## config.mk

```make
export PLATFORM = sky130hd
export DESIGN_NAME = tdm_slice_mapper
export DESIGN_NICKNAME = d
export VERILOG_FILES = /design/src/rtl/tdm_slice_mapper.sv
export SDC_FILE = /design/constraint.sdc
export NUM_CORES = 1
export LEC_CHECK = 0
export ABC_AREA = 1
export BUFFER_PORTS_ARGS = -buffer_cell sky130_fd_sc_hd__buf_2
export CORE_MARGIN = 10
export CORE_UTILIZATION = 53
export CTS_BUF_LIST = sky130_fd_sc_hd__clkbuf_4 sky130_fd_sc_hd__clkbuf_8 sky130_fd_sc_hd__clkbuf_16
export DETAILED_ROUTE_END_ITERATION = 8
export PLACE_DENSITY_LB_ADDON = 0.12
export SYNTH_ARGS = -nofsm -noshare
export SYNTH_HDL_FRONTEND = slang
export SYNTH_SLANG_ARGS = --single-unit
```

## constraint.sdc

```tcl
create_clock -name clk -period 1.2 [get_ports clk]
set_input_delay 0 -clock clk [delete_from_list [all_inputs] [get_ports clk]]
set_output_delay 0 -clock clk [all_outputs]
set_load 0.05 [all_outputs]
```

## src/rtl/tdm_slice_mapper.sv

```systemverilog
module tdm_slice_mapper #(
  parameter int SEQ_W = 14,
  parameter logic [9:0] A_MASK = 10'h0FF,
  parameter logic [9:0] A_PAT  = 10'h010,
  parameter logic [9:0] B_MASK = 10'h0FF,
  parameter logic [9:0] B_PAT  = 10'h030,
  parameter logic [9:0] L_MASK = 10'h007,
  parameter logic [9:0] L_PAT  = 10'h001,
  parameter logic [9:0] S_MASK = 10'h01F,
  parameter logic [9:0] S_PAT  = 10'h004
) (
  input  logic             clk,
  input  logic             rst,
  input  logic             ch_valid,
  input  logic [15:0]      ch_addr,
  output logic [1:0]       owner,
  output logic             hit,
  output logic [SEQ_W-1:0] seq
);
  localparam logic [1:0] ID_A = 2'd1;
  localparam logic [1:0] ID_B = 2'd2;
  localparam logic [1:0] ID_D = 2'd3;

  logic [SEQ_W-1:0] cnt_a, cnt_b, cnt_d;

  wire m_a = (ch_addr[9:0] & A_MASK) == A_PAT;
  wire m_b = (ch_addr[9:0] & B_MASK) == B_PAT;
  wire m_d = ((ch_addr[9:0] & L_MASK) == L_PAT) || ((ch_addr[9:0] & S_MASK) == S_PAT);
  wire frame_start = ch_valid && (ch_addr == 16'h0000);

  always_ff @(posedge clk) begin
    if (rst) begin
      hit   <= 1'b0;
      owner <= '0;
      seq   <= '0;
      cnt_a <= '0;
      cnt_b <= '0;
      cnt_d <= '0;
    end else begin
      hit   <= 1'b0;
      owner <= '0;
      seq   <= '0;
      if (frame_start) begin
        cnt_a <= '0;
        cnt_b <= '0;
        cnt_d <= '0;
      end else if (ch_valid) begin
        if (m_a) begin
          hit   <= 1'b1;
          owner <= ID_A;
          seq   <= cnt_a;
          cnt_a <= cnt_a + 1'b1;
        end else if (m_b) begin
          hit   <= 1'b1;
          owner <= ID_B;
          seq   <= cnt_b;
          cnt_b <= cnt_b + 1'b1;
        end else if (m_d) begin
          hit   <= 1'b1;
          owner <= ID_D;
          seq   <= cnt_d;
          cnt_d <= cnt_d + 1'b1;
        end
      end
    end
  end
endmodule

```

==> impl_metrics.yaml <==
timing:
  finalHoldViolCount: 0
  finalSetupTns_ns: -0.0716
  post-route-min-period_ns: 1.23
  rsz0062_at_grt: "yes"
  finalMaxSlewViolations: 0
  setup_viol: 3
  clock.fmax_mhz: 812
  timing.final.crit_share: 1.03
  fin_worst_skew_ns: 0.00885
  fin_ws_ns: -0.0308
  relSlewSlack: 0.721
  worst_pin_slew_ns: 0.417
global_route:
  grt_pass1_wl_um: 15000
  antenna_found_initial: 0
  first_global_vias: 3238
  track_usage: 0.181
  grt_max_degree: 20
  grt-ovfl-total: 0
logic_synthesis:
  synth_top_area_share: 0.342
  syn_nets: 541
  syn_inst: 519
  syn-cell-area_mm2: 0.00346
  synth_warnings: 0
  synth-seq-area-share: 0.342
  synth_cell_type_count: 28
  synth_top_cell_by_area: "dfxtp_1"
  yosys-top-cells-area: "dfxtp_1, nand2_1, nor2_1"
  synth-seq-cells: 59
  synth.avg_cell_area_um2: 6.66
die:
  io_pins: 36
  dieArea_mm2: 0.0102
  rows: 29
  initial_utilization: 0.544
  dieWidth_um: 101
  coreArea_mm2: 0.00635
  die_height_um: 101
cts:
  cts_tree: "built"
  cts_root_buffer: "clkbuf_8"
  htree_levels: 3
  cts_buffer_depth: 2
  cts.sinks: 59
  cts_inserted_buffers: 9
  clock_latency_ns: 0.35
  clkTransAtPathRegs_ns: 0.07
min_path:
  hold_start: "ch_valid"
  min_path_cells: 3
  hold_path.class: "primary input to flip-flop"
  hold_end: "owner[1]"
critical_path:
  required_ns: 1.48
  crit_path_max_fanout: 4
  reg2reg_depth: 7
  r2r_slack_ns: -0.03
  cp.arrival_ns: 1.51
  end_kind: "flip-flop"
  start_kind: "flip-flop"
  r2r_end: "cnt_d[5]"
  worstSetupPathType: "flip-flop to flip-flop"
  reg2reg_from: "cnt_d[1]"
detailed_routing:
  vias: 3464
  drc_errors: 0
  wirelength_um: 9000
  drt-met1-wl_um: 3820
  first_pass_iters: 4
  detail_route.wl_per_cell_um: 13.3
  drtIter0Drc: 206
  met3_wirelength_um: 481
  ant_nets: 0
  routed.top_layer: "met4"
  wl_met2_um: 4540
  post_drt_via_cell_ratio: 5.10
cells_and_area:
  mostFrequentLayoutCells: "nand2_1, inv_1, nor2_1"
  mostFrequentLayoutCell: "nand2_1"
  area_growth_pct: 30.2
  final_nets: 619
  post-route-util: 0.709
  diodes: 0
  drive_above_1_share: 0.336
power_and_ir_drop:
  p_leak_nw: 1.82
  power_density_mw_per_mm2: 946
  peakVddDrop_mv: 1.02
placement:
  finalWeightedCongestion: 0.876
  hpwlAfterDp_um: 6660
  port_buffers: 35
status:
  violations: "negative setup slack"
  status: "finished with violations"
run:
  drv_cap: 0
## layer usage
layer / vias to the layer above / GRT usage
met3: 16 / 0.0370
met2: 56 / 0.308
met5: - / 0
met4: 0 / 0.0739
li1: 1777 / -
met1: 1615 / 0.216
## worst max-delay path by stage
| stage | startpoint | to | slack [ns] | cells after the start |
|---|---|---|---|---|
| after floorplan | cnt_b[0] | cnt_b[8] | 0.01 | 7 |
| after global placement | cnt_d[1] | cnt_d[12] | -0.02 | 9 |
| after detailed placement | cnt_d[1] | cnt_d[12] | -0.12 | 9 |
| after CTS | cnt_d[1] | cnt_d[12] | -0.03 | 9 |
| after global routing | cnt_d[1] | cnt_d[12] | -0.14 | 9 |
| final | cnt_d[1] | cnt_d[5] | -0.03 | 7 |
## Yosys cell counts, drive strengths merged
cell type / instances
a21oi: 49
buf: 15
dfxtp: 59
ha: 3
inv: 58
nand2: 188
nand3: 29
nand4: 10
nor2: 72
nor3: 3
nor3b: 1
o21ai: 13
o21bai: 1
xnor2: 5
xor2: 13
## per-stage QoR
step / instance area (µm²) / setup WS (ns) / hold WS [ns] / std cells / power (mW)
after floorplan: 3510 / 0.0105 / 0.250 / 519 / 2.15
after detailed placement: 4060 / -0.115 / 0.392 / 661 / 2.25
final: 4500 / -0.0308 / 0.0270 / 679 / 4.25
after CTS: 4320 / -0.0332 / 0.0260 / 677 / 4.29
after global routing: 4500 / -0.145 / 0.0433 / 679 / 4.38
after global placement: 4060 / -0.0224 / 0.388 / 661 / 2.24
## where the power goes
part | internal, mW | switching [mW] | leakage [nW] | total [mW]
combinational | 0.0913 | 0.151 | 1.22 | 0.242
sequential | 1.94 | 0.00319 | 0.489 | 1.94
clock | 1.22 | 0.843 | 0.108 | 2.07
total | 3.26 | 0.997 | 1.82 | 4.25
## flip-flops by register name, summed over array words and instances, names as in the netlist
signal	cells
seq	14
cnt_b	14
owner	2
hit	1
cnt_a	14
cnt_d	14
## logic make-up after synthesis
kind of cell,count (synthesis),synth area share
buffers and inverters,73,0.107
adder cells (fa/ha/maj),3,0.0109
AND/OR/NAND/NOR,303,0.392
XOR/XNOR,18,0.0456
flip-flops,59,0.342
AO/OA/AOI/OAI,63,0.103
## critical path, cell delays in order (launching register included)
cell     delay, ns
dfxtp_4       0.37
nand2_1       0.08
nor2_4        0.15
buf_4         0.14
nand2_2       0.06
xnor2_2       0.16
nand2_1       0.08
a21oi_2       0.12
## cell type report
type / instances / area, µm²
clock inverter: 6 / 88.8
fill: 530 / 1850
clock buffer: 10 / 138
sequential: 59 / 1230
tap: 77 / 96.3
timing repair buffer: 82 / 616
inverter: 58 / 220
multi-input combinational: 387 / 2110
## timing repair
action | in CTS | in global routing
cloned | 0 | 0
endpoints found under the setup margin | 14 | 31
pin swaps | 2 | 16
hold endpoints to repair | 0 | 0
setup buffers | 0 | 2
resized for setup | 14 | 54
hold buffers | 0 | 0
(Power assumes the default switching activity.)
